===== config.mk =====
export PLATFORM = sky130hd
export DESIGN_NAME = i2c_bus_clear
export DESIGN_NICKNAME = d
export VERILOG_FILES = /design/src/rtl/i2c_bc_pkg.sv /design/src/rtl/bc_sync.sv /design/src/rtl/bc_half_timer.sv /design/src/rtl/bc_pulse_ctr.sv /design/src/rtl/i2c_bus_clear.sv
export SDC_FILE = /design/constraint.sdc
export NUM_CORES = 1
export LEC_CHECK = 0
export BUFFER_PORTS_ARGS = -buffer_cell sky130_fd_sc_hd__buf_2
export CORE_MARGIN = 2
export CORE_UTILIZATION = 37
export DETAILED_ROUTE_END_ITERATION = 10
export HOLD_SLACK_MARGIN = 0.15
export SLEW_MARGIN = 0
export SYNTH_ARGS = -nofsm -noshare
export SYNTH_HDL_FRONTEND = slang
export SYNTH_SLANG_ARGS = --single-unit

===== constraint.sdc =====
create_clock -name clk -period 4.41 [get_ports clk]
set_input_delay 0.441 -clock clk [delete_from_list [all_inputs] [get_ports clk]]
set_output_delay 0.441 -clock clk [all_outputs]
set_load 0.01 [all_outputs]

===== src/rtl/i2c_bc_pkg.sv =====
package i2c_bc_pkg;

  typedef enum logic [2:0] {
    BC_IDLE,
    BC_CHECK,
    BC_LOW,
    BC_HIGH,
    BC_STOP_LO,
    BC_STOP_REL
  } bc_state_e;

  // shortest legal half-period for a 100 kHz bus, from the clock in kHz
  function automatic int unsigned bc_half_floor(input int unsigned clk_khz);
    int unsigned v;
    v = (clk_khz + 199) / 200;
    return (v == 0) ? 1 : v;
  endfunction

  // half-period actually used: the request, raised to the floor
  function automatic int unsigned bc_eff_half(input int unsigned req,
                                              input int unsigned floor_v);
    return (req < floor_v) ? floor_v : req;
  endfunction

endpackage


===== src/rtl/bc_sync.sv =====
module bc_sync #(
  parameter int W = 2
) (
  input  logic         clk,
  input  logic         rst_n,
  input  logic [W-1:0] d,
  output logic [W-1:0] q
);
  for (genvar i = 0; i < W; i++) begin : g_bit
    logic s1, s2;
    always_ff @(posedge clk or negedge rst_n) begin
      if (!rst_n) begin
        s1 <= 1'b1;
        s2 <= 1'b1;
      end else begin
        s1 <= d[i];
        s2 <= s1;
      end
    end
    assign q[i] = s2;
  end
endmodule


===== src/rtl/bc_half_timer.sv =====
module bc_half_timer #(
  parameter int W = 16
) (
  input  logic         clk,
  input  logic         rst_n,
  input  logic         clr,
  input  logic         en,
  input  logic [W-1:0] limit,
  output logic         hit
);
  logic [W-1:0] cnt;

  assign hit = en && (cnt == limit - W'(1));

  always_ff @(posedge clk or negedge rst_n) begin
    if (!rst_n)           cnt <= '0;
    else if (clr || hit)  cnt <= '0;
    else if (en)          cnt <= cnt + W'(1);
  end
endmodule


===== src/rtl/bc_pulse_ctr.sv =====
module bc_pulse_ctr #(
  parameter int MAXP = 100,
  localparam int CW  = $clog2(MAXP + 2)
) (
  input  logic          clk,
  input  logic          rst_n,
  input  logic          clr,
  input  logic          inc,
  output logic [CW-1:0] count,
  output logic          over
);
  assign over = count > CW'(MAXP);

  always_ff @(posedge clk or negedge rst_n) begin
    if (!rst_n)   count <= '0;
    else if (clr) count <= '0;
    else if (inc) count <= count + CW'(1);
  end
endmodule


===== src/rtl/i2c_bus_clear.sv =====
module i2c_bus_clear
  import i2c_bc_pkg::*;
#(
  parameter int HALF_W     = 16,
  parameter int MAX_PULSES = 100,
  parameter int CLK_KHZ    = 50000
) (
  input  logic              clk,
  input  logic              rst_n,
  input  logic              start,
  input  logic [HALF_W-1:0] half_div,
  input  logic              scl_i,
  input  logic              sda_i,
  output logic              scl_oe,
  output logic              sda_oe,
  output logic              busy,
  output logic              done,
  output logic              ok,
  output logic              fail,
  output logic              mst_hold
);
  localparam int unsigned FLOOR_RAW = bc_half_floor(CLK_KHZ);
  localparam int          CW        = $clog2(MAX_PULSES + 2);

  bc_state_e state, nxt;

  // named internal events
  logic              scl_s, sda_s;
  logic              start_acc;
  logic              tmr_hit, tmr_en, tmr_clr;
  logic              pulse_done;
  logic              pulse_over;
  logic [CW-1:0]     pulse_cnt;
  logic [HALF_W-1:0] half_q;
  logic              finish_ok, finish_fail;

  bc_sync #(.W(2)) u_sync (
    .clk  (clk),
    .rst_n(rst_n),
    .d    ({scl_i, sda_i}),
    .q    ({scl_s, sda_s})
  );

  assign start_acc = start && (state == BC_IDLE);

  always_ff @(posedge clk or negedge rst_n) begin
    if (!rst_n)         half_q <= HALF_W'(FLOOR_RAW);
    else if (start_acc) half_q <= HALF_W'(bc_eff_half(32'(half_div), FLOOR_RAW));
  end

  always_comb begin
    tmr_en = 1'b0;
    unique case (state)
      BC_LOW, BC_STOP_LO, BC_STOP_REL: tmr_en = 1'b1;
      BC_HIGH:                         tmr_en = scl_s;
      default:                         tmr_en = 1'b0;
    endcase
  end
  assign tmr_clr = (state == BC_IDLE) || (state == BC_CHECK);

  bc_half_timer #(.W(HALF_W)) u_timer (
    .clk  (clk),
    .rst_n(rst_n),
    .clr  (tmr_clr),
    .en   (tmr_en),
    .limit(half_q),
    .hit  (tmr_hit)
  );

  assign pulse_done = (state == BC_HIGH) && tmr_hit;

  bc_pulse_ctr #(.MAXP(MAX_PULSES)) u_pulses (
    .clk  (clk),
    .rst_n(rst_n),
    .clr  (start_acc),
    .inc  (pulse_done),
    .count(pulse_cnt),
    .over (pulse_over)
  );

  assign finish_fail = (state == BC_CHECK) && pulse_over;
  assign finish_ok   = ((state == BC_CHECK) && !pulse_over && sda_s && (pulse_cnt == '0))
                     || ((state == BC_STOP_REL) && tmr_hit);

  always_comb begin
    nxt = state;
    unique case (state)
      BC_IDLE:     if (start) nxt = BC_CHECK;
      BC_CHECK: begin
        if (pulse_over)            nxt = BC_IDLE;
        else if (!sda_s)           nxt = BC_LOW;
        else if (pulse_cnt == '0)  nxt = BC_IDLE;
        else                       nxt = BC_STOP_LO;
      end
      BC_LOW:      if (tmr_hit) nxt = BC_HIGH;
      BC_HIGH:     if (tmr_hit) nxt = BC_CHECK;
      BC_STOP_LO:  if (tmr_hit) nxt = BC_STOP_REL;
      BC_STOP_REL: if (tmr_hit) nxt = BC_IDLE;
      default:     nxt = BC_IDLE;
    endcase
  end

  always_ff @(posedge clk or negedge rst_n) begin
    if (!rst_n) state <= BC_IDLE;
    else        state <= nxt;
  end

  always_ff @(posedge clk or negedge rst_n) begin
    if (!rst_n) begin
      done     <= 1'b0;
      ok       <= 1'b0;
      fail     <= 1'b0;
      mst_hold <= 1'b1;
    end else begin
      done <= finish_ok || finish_fail;
      if (start_acc) begin
        ok       <= 1'b0;
        fail     <= 1'b0;
        mst_hold <= 1'b1;
      end
      if (finish_ok)   ok   <= 1'b1;
      if (finish_fail) fail <= 1'b1;
      if (finish_ok || finish_fail) mst_hold <= 1'b0;
    end
  end

  assign scl_oe = (state == BC_LOW);
  assign sda_oe = (state == BC_STOP_LO);
  assign busy   = (state != BC_IDLE);

endmodule


; After elaboration in Yosys (flattened, before gate mapping)
; Index checks and enable logic that the tools add are counted.
[op_classes]
add_sub_neg = 3
magnitude_cmp = 2
eq_ne = 11
n_mux = 20
reduce_logical = 23
[op_table]
columns = op, n
row1 = two-way mux 16 bit, 3
row2 = two-way mux 3 bit, 8
row3 = case mux 3 bit (6 select lines), 1
row4 = "adder 16 x 1 -> 16 bit, second input constant", 1
row5 = equality test 16 bit, 1
row6 = "< comparator 16 x 8 -> 1 bit, second input constant", 1
row7 = "subtractor 16 x 1 -> 16 bit, second input constant", 1
row8 = two-way mux 7 bit, 2
row9 = nonzero test 2 bit, 5
row10 = logical AND 1 bit, 8
row11 = "adder 7 x 1 -> 7 bit, second input constant", 1
row12 = "greater-than comparator 7 bit, second input constant", 1
row13 = logical NOT 7 bit, 1
row14 = "equality test 3 x 2 -> 1 bit, second input constant", 2
row15 = "equality test 3 bit, second input constant", 2
row16 = "!= test 2 bit, second input constant", 3
row17 = two-way mux 1 bit, 5
row18 = AND reduction 5 bit, 1
row19 = logical OR 1 bit, 4
row20 = "!= test 2 x 1 -> 1 bit, second input constant", 2
row21 = "equality test 3 x 1 -> 1 bit, second input constant", 1
row22 = logical NOT 3 bit, 1
row23 = nonzero test 3 bit, 1
row24 = OR reduction 3 bit, 1
row25 = other kinds (2), 2
[totals]
register_bits = 50
in_bits = 21
output_inout_bits = 7
word_cells = 71

; Logic depth before layout (Yosys ltp)
[depth]
word_depth = 8
mapped_depth = 11
mapped_depth_nobuf = 9

; By module
; From an unflattened synthesis, not the netlist that was laid out.
[hier_totals]
hier_cells = 295
hier_area_um2 = 2971.6
[by_module_without_submodules]
columns = module, n_inst, cells_each, area_each_um2, seq_area_each_um2
row1 = bc_half_timer, 1, 157, 1420.1, 400.4
row2 = i2c_bus_clear, 1, 96, 1063.5, 584.3
row3 = bc_pulse_ctr, 1, 36, 367.9, 175.2
row4 = bc_sync, 1, 6, 120.1, 105.1

; Worst setup path after synthesis
; No wires, ideal clock.
[synth_path]
path_kind = reg-to-reg
startpoint = register half_q[1]
endpoint = register u_pulses.count[5]
setup_ns = 0.077
arrival_ns = 2.888
t_required_ns = 4.333
slack_ns = 1.444
stages_incl_launch_ff = 10
path_buffers = 1
period_less_slack_ns = 2.966
cell_sequence = dfstp_2 -> inv_1 -> ha_1 -> or3_1 -> a31oi_1 -> or4b_4 -> or4_4 -> buf_6 -> or3_1 -> a21oi_1
[synth_between]
elab_chain_cells = 5
[synth_rtl]
columns = element, line_no
row1 = start: declaration, i2c_bus_clear.sv:34  ; logic [HALF_W-1:0] half_q;
row2 = start signal: assignment, i2c_bus_clear.sv:47  ; if (!rst_n) half_q <= HALF_W'(FLOOR_RAW);
row3 = start signal: assignment, i2c_bus_clear.sv:48  ; else if (start_acc) half_q <= HALF_W'(bc_eff_half(32'(half_div), FLOOR_RAW));
row4 = subtractor 16 x 1 -> 16 bit, bc_half_timer.sv:13  ; assign hit = en && (cnt == limit - W'(1));
row5 = equality test 16 bit, bc_half_timer.sv:13
row6 = logical AND 1 bit, bc_half_timer.sv:13
row7 = logical AND 1 bit, i2c_bus_clear.sv:70  ; assign pulse_done = (state == BC_HIGH) && tmr_hit;
row8 = nonzero test 2 bit (no line), -
row9 = end signal: assignment, bc_pulse_ctr.sv:17  ; else if (inc) count <= count + CW'(1);
row10 = end: declaration, bc_pulse_ctr.sv:9  ; output logic [CW-1:0] count,
; No other way between the ends.
; A chain may end at the register's enable or synchronous reset.

; Worst setup path after layout
[layout_path]
startpoint = register half_q[1]
endpoint = register u_timer.cnt[9]
[layout_between]
elab_chain_cells = 5
elab_cells_between_ends = 6
classes_between = add/sub (1) / eq/ne (1) / mux (1) / reduce/logical (3)
[layout_rtl]
columns = element, line_no
row1 = subtractor 16 x 1 -> 16 bit *, bc_half_timer.sv:13
row2 = equality test 16 bit *, bc_half_timer.sv:13
row3 = logical AND 1 bit *, bc_half_timer.sv:13
row4 = logical OR 1 bit *, bc_half_timer.sv:17  ; else if (clr || hit) cnt <= '0;
row5 = two-way mux 16 bit / nonzero test 2 bit (equally long branches), -
row6 = end signal: assignment, bc_half_timer.sv:18  ; else if (en) cnt <= cnt + W'(1);
row7 = end: declaration, bc_half_timer.sv:11  ; logic [W-1:0] cnt;
; Every way passes the cells marked *; elsewhere a longest branch is shown, timed or not.

==> flow_metrics.py <==
metrics = {
    "clock_tree": {
        "postCtsHoldBufs": 1,
        "clock_latency_ps": 300,
        "clk_pin_slew_worst_paths_ps": 90,
        "cts_root_buf": "clkbuf_8",
        "numCtsBuffers": 5,
        "clock_path_buffers": 2,
        "htree_levels": 2,
        "cts_tree": "built",
        "clock_sinks": 50,
        "post_cts_buffers": 0,
        "cts_resized": 0,
    },
    "power_and_ir_drop": {
        "power.leakage_nw": 1.42,
        "clkPwrFrac_pct": 16.7,
        "pwr-share-comb_pct": 36.8,
        "internal_power_mw": 1.11,
        "powerDensity_nw_per_um2": 564,
        "seq_power_share_pct": 46.5,
        "power.switching_uw": 716,
        "power_switching_share_pct": 39.3,
        "peakVddDrop_mv": 0.318,
    },
    "yosys": {
        "synth_top_area_share_pct": 33.3,
        "synthArstFlopShare_pct": 100,
        "synth_cell_types": 57,
        "synth-seq-cells": 50,
        "syn_avg_cell_area_sq_um": 9.21,
        "synth-main-ff-cell": "dfrtp_1",
        "ys_seq_area_share_pct": 43.2,
        "synthCells": 318,
        "synth_area_leader_cell": "dfrtp_1",
        "synth_fp_nets": 343,
        "ys_warn_count": 0,
        "syn-cell-area_sq_um": 2930,
        "synth-edff-count": 0,
        "synth_area_leaders": "dfrtp_1 33%, dfstp_2 9.9%, xnor2_1 6.3%",
    },
    "sta": {
        "finClkSkew_ps": 6.19,
        "fin_tns_setup_ps": 0,
        "max_clock_freq_ghz": 0.314,
        "maxSlewViolCount": 0,
        "post-route-min-period_ps": 3180,
        "relSlewSlack_pct": 24.6,
        "tightestPinTransition_ps": 1130,
        "post-route-period-util_pct": 72.1,
        "hold_ws_ps": 230,
        "rsz0062_at_grt": "no",
        "setup_viol": 0,
        "hold_viol": 0,
    },
    "critical_path": {
        "crit_buf_inv": 1,
        "cp_slowest_cell": "dfstp_2",
        "critPathCaptureType": "register",
        "cp_data_arrival_time_ps": 3340,
        "path_delay_family": "simple AND/OR/NAND/NOR gates",
        "max_stage_delay_ps": 560,
        "worstPathCellList": "inv_1 -> ha_1 -> or3_1 -> a31oi_1 -> or4b_4 -> nor4_2 -> or2_1 -> nor2_1",
        "worstPathMaxFanout": 16,
        "critPathRequiredTime_ps": 4570,
        "crit_type": "register to register",
        "start_kind": "register",
    },
    "floorplan": {
        "num_rows": 32,
        "die_height_um": 93.0,
        "num_io_pins": 28,
        "initial_core_util_pct": 38.1,
        "dieArea_sq_um": 8640,
        "die_w_um": 93.0,
        "core_area_sq_um": 7690,
    },
    "cells_and_area": {
        "seq_area_sq_um": 1260,
        "fin_cells": 443,
        "multi_input_area_sq_um": 1540,
        "n_antenna_cell": 0,
        "drive_above_1_share_pct": 17.9,
        "areaGrowthSynthToFinish_pct": 10.3,
        "fin_nets": 365,
        "fillers": 783,
    },
    "placement": {
        "dp_cells": 434,
        "gp_congestion": 0.855,
        "dp_hpwl_mm": 4.53,
        "io_buffers": 27,
    },
    "global_routing": {
        "grt_pass1_wl_mm": 10.3,
        "antenna_found_initial": 0,
        "grt_overflow": 0,
        "grt_usage_pct": 15.0,
        "grt_pass1_vias": 2125,
        "grt_max_degree": 27,
    },
    "routing": {
        "wl_mm": 6.07,
        "drc": 0,
        "detail-route-antenna-nets": 0,
        "wl_per_cell_um": 13.7,
        "dr.pass1.iters": 4,
        "wl_met1_mm": 3.02,
        "drt_iter0_drc": 112,
        "num_vias": 2311,
        "route.met2.wl_mm": 2.79,
        "dr.max_layer_used": "met4",
        "routed-wl-met3_um": 150,
        "vias_per_cell": 5.22,
    },
    "run": {
        "max_cap_violations": 0,
    },
    "status": {
        "status": "complete, no violations",
    },
    "worst_hold_path": {
        "hold_path_class": "input pin to register",
    },
}
==> final timing paths <==
check | start | endpoint | slack [ps] | depth (start not counted)
setup / recovery | half_q[1] | u_timer.cnt[9] | 1230 | 8
max in group asynchronous | rst_n | u_sync.g_bit[1].s2 | 2990 | 3
hold reg to reg | u_sync.g_bit[1].s1 | u_sync.g_bit[1].s2 | 360 | 0
setup reg to reg | half_q[1] | u_timer.cnt[9] | 1230 | 8
min in group asynchronous | rst_n | u_pulses.count[2] | 650 | 2
hold / removal | scl_i | u_sync.g_bit[1].s1 | 230 | 1
==> flip-flops by register name (all words and copies together) (netlist names), 2 cells and up <==
register / count
half_q: 16
u_timer.cnt: 16
state: 3
u_sync.g_bit.s2: 2
u_sync.g_bit.s1: 2
u_pulses.count: 7
==> layer usage <==
metal  vias up  GRT usage, %
li1       1153             -
met1      1115          21.3
met2        33          23.0
met3        10          2.77
met4         0          5.15
met5         -             0
==> cells by family after synthesis <==
| family | share of synthesized area (%) |
|---|---|
| flops | 43.2 |
| simple gates | 27.6 |
| buf+inv | 4.19 |
| compound gates | 11.5 |
| xor+xnor | 10.5 |
| mux | 1.41 |
| fa+ha+maj | 1.71 |
==> layout make-up <==
| class | instances | share of cell area [%] |
|---|---|---|
| multi-input cells | 245 | 47.7 |
| flip-flops and latches | 50 | 39.2 |
| inverters | 9 | 1.05 |
| repair buffers | 29 | 4.73 |
| well taps | 102 | 3.95 |
| clock buffers | 8 | 3.41 |
==> per-stage QoR <==
step	area [sq um]	util (%)	setup slack, ps	power (mW)
after CTS	3230	42.0	1200	1.84
after floorplan	2930	-	1440	1.36
after detailed placement	3110	40.4	1220	1.52
after global routing	3230	42.0	986	1.97
after global placement	3110	40.4	1330	1.50
final	3230	42.0	1230	1.82
==> placed cells by master, fill, tap and decap left out, drive strengths merged, types with 4 or more instances in the layout <==
master   netlist  final
a21oi          9      9
a31oi          4      4
and3           9      9
buf            6     28
clkbuf         8      8
dfrtp         39     39
dfstp         11     11
ha             4      4
inv            9      9
nand2         45     45
nand2b         5      5
nand3          9      9
nand4         10     10
nor2          31     31
nor2b          5      5
nor3           5      5
nor4           7      7
o2111ai        4      4
o21ai         20     20
or3            7      7
xnor2         21     21
xor2          14     14
==> synth_stat cells, types with 2 or more instances <==
cell       count
nor2_1        31
a21o_1         3
o211ai_1       2
o22ai_1        2
o21ai_1        2
nor2b_1        5
and3_1         9
dfstp_2       11
ha_1           4
mux2i_1        3
nand3_1        9
o2111ai_1      4
dfrtp_1       39
a31oi_1        4
clkbuf_1       7
buf_2          2
nor4_1         6
a21oi_1        9
or4_1          2
nor3_1         3
xor2_1        14
inv_1          9
or3_1          7
xnor2_1       21
nand4_1       10
buf_6          4
nand2b_1       5
nor3_2         2
o21ai_0       17
nand2_1       45
==> power by group through the flow <==
stage | combinational [mW] | sequential (mW) | clock, mW
6_report | 0.670 | 0.848 | 0.304
4_1_cts | 0.676 | 0.846 | 0.315
3_3_place_gp | 0.651 | 0.850 | 0
2_1_floorplan | 0.606 | 0.756 | 0
3_5_place_dp | 0.671 | 0.852 | 0
5_1_grt | 0.756 | 0.876 | 0.334
(Power assumes the default switching activity.)
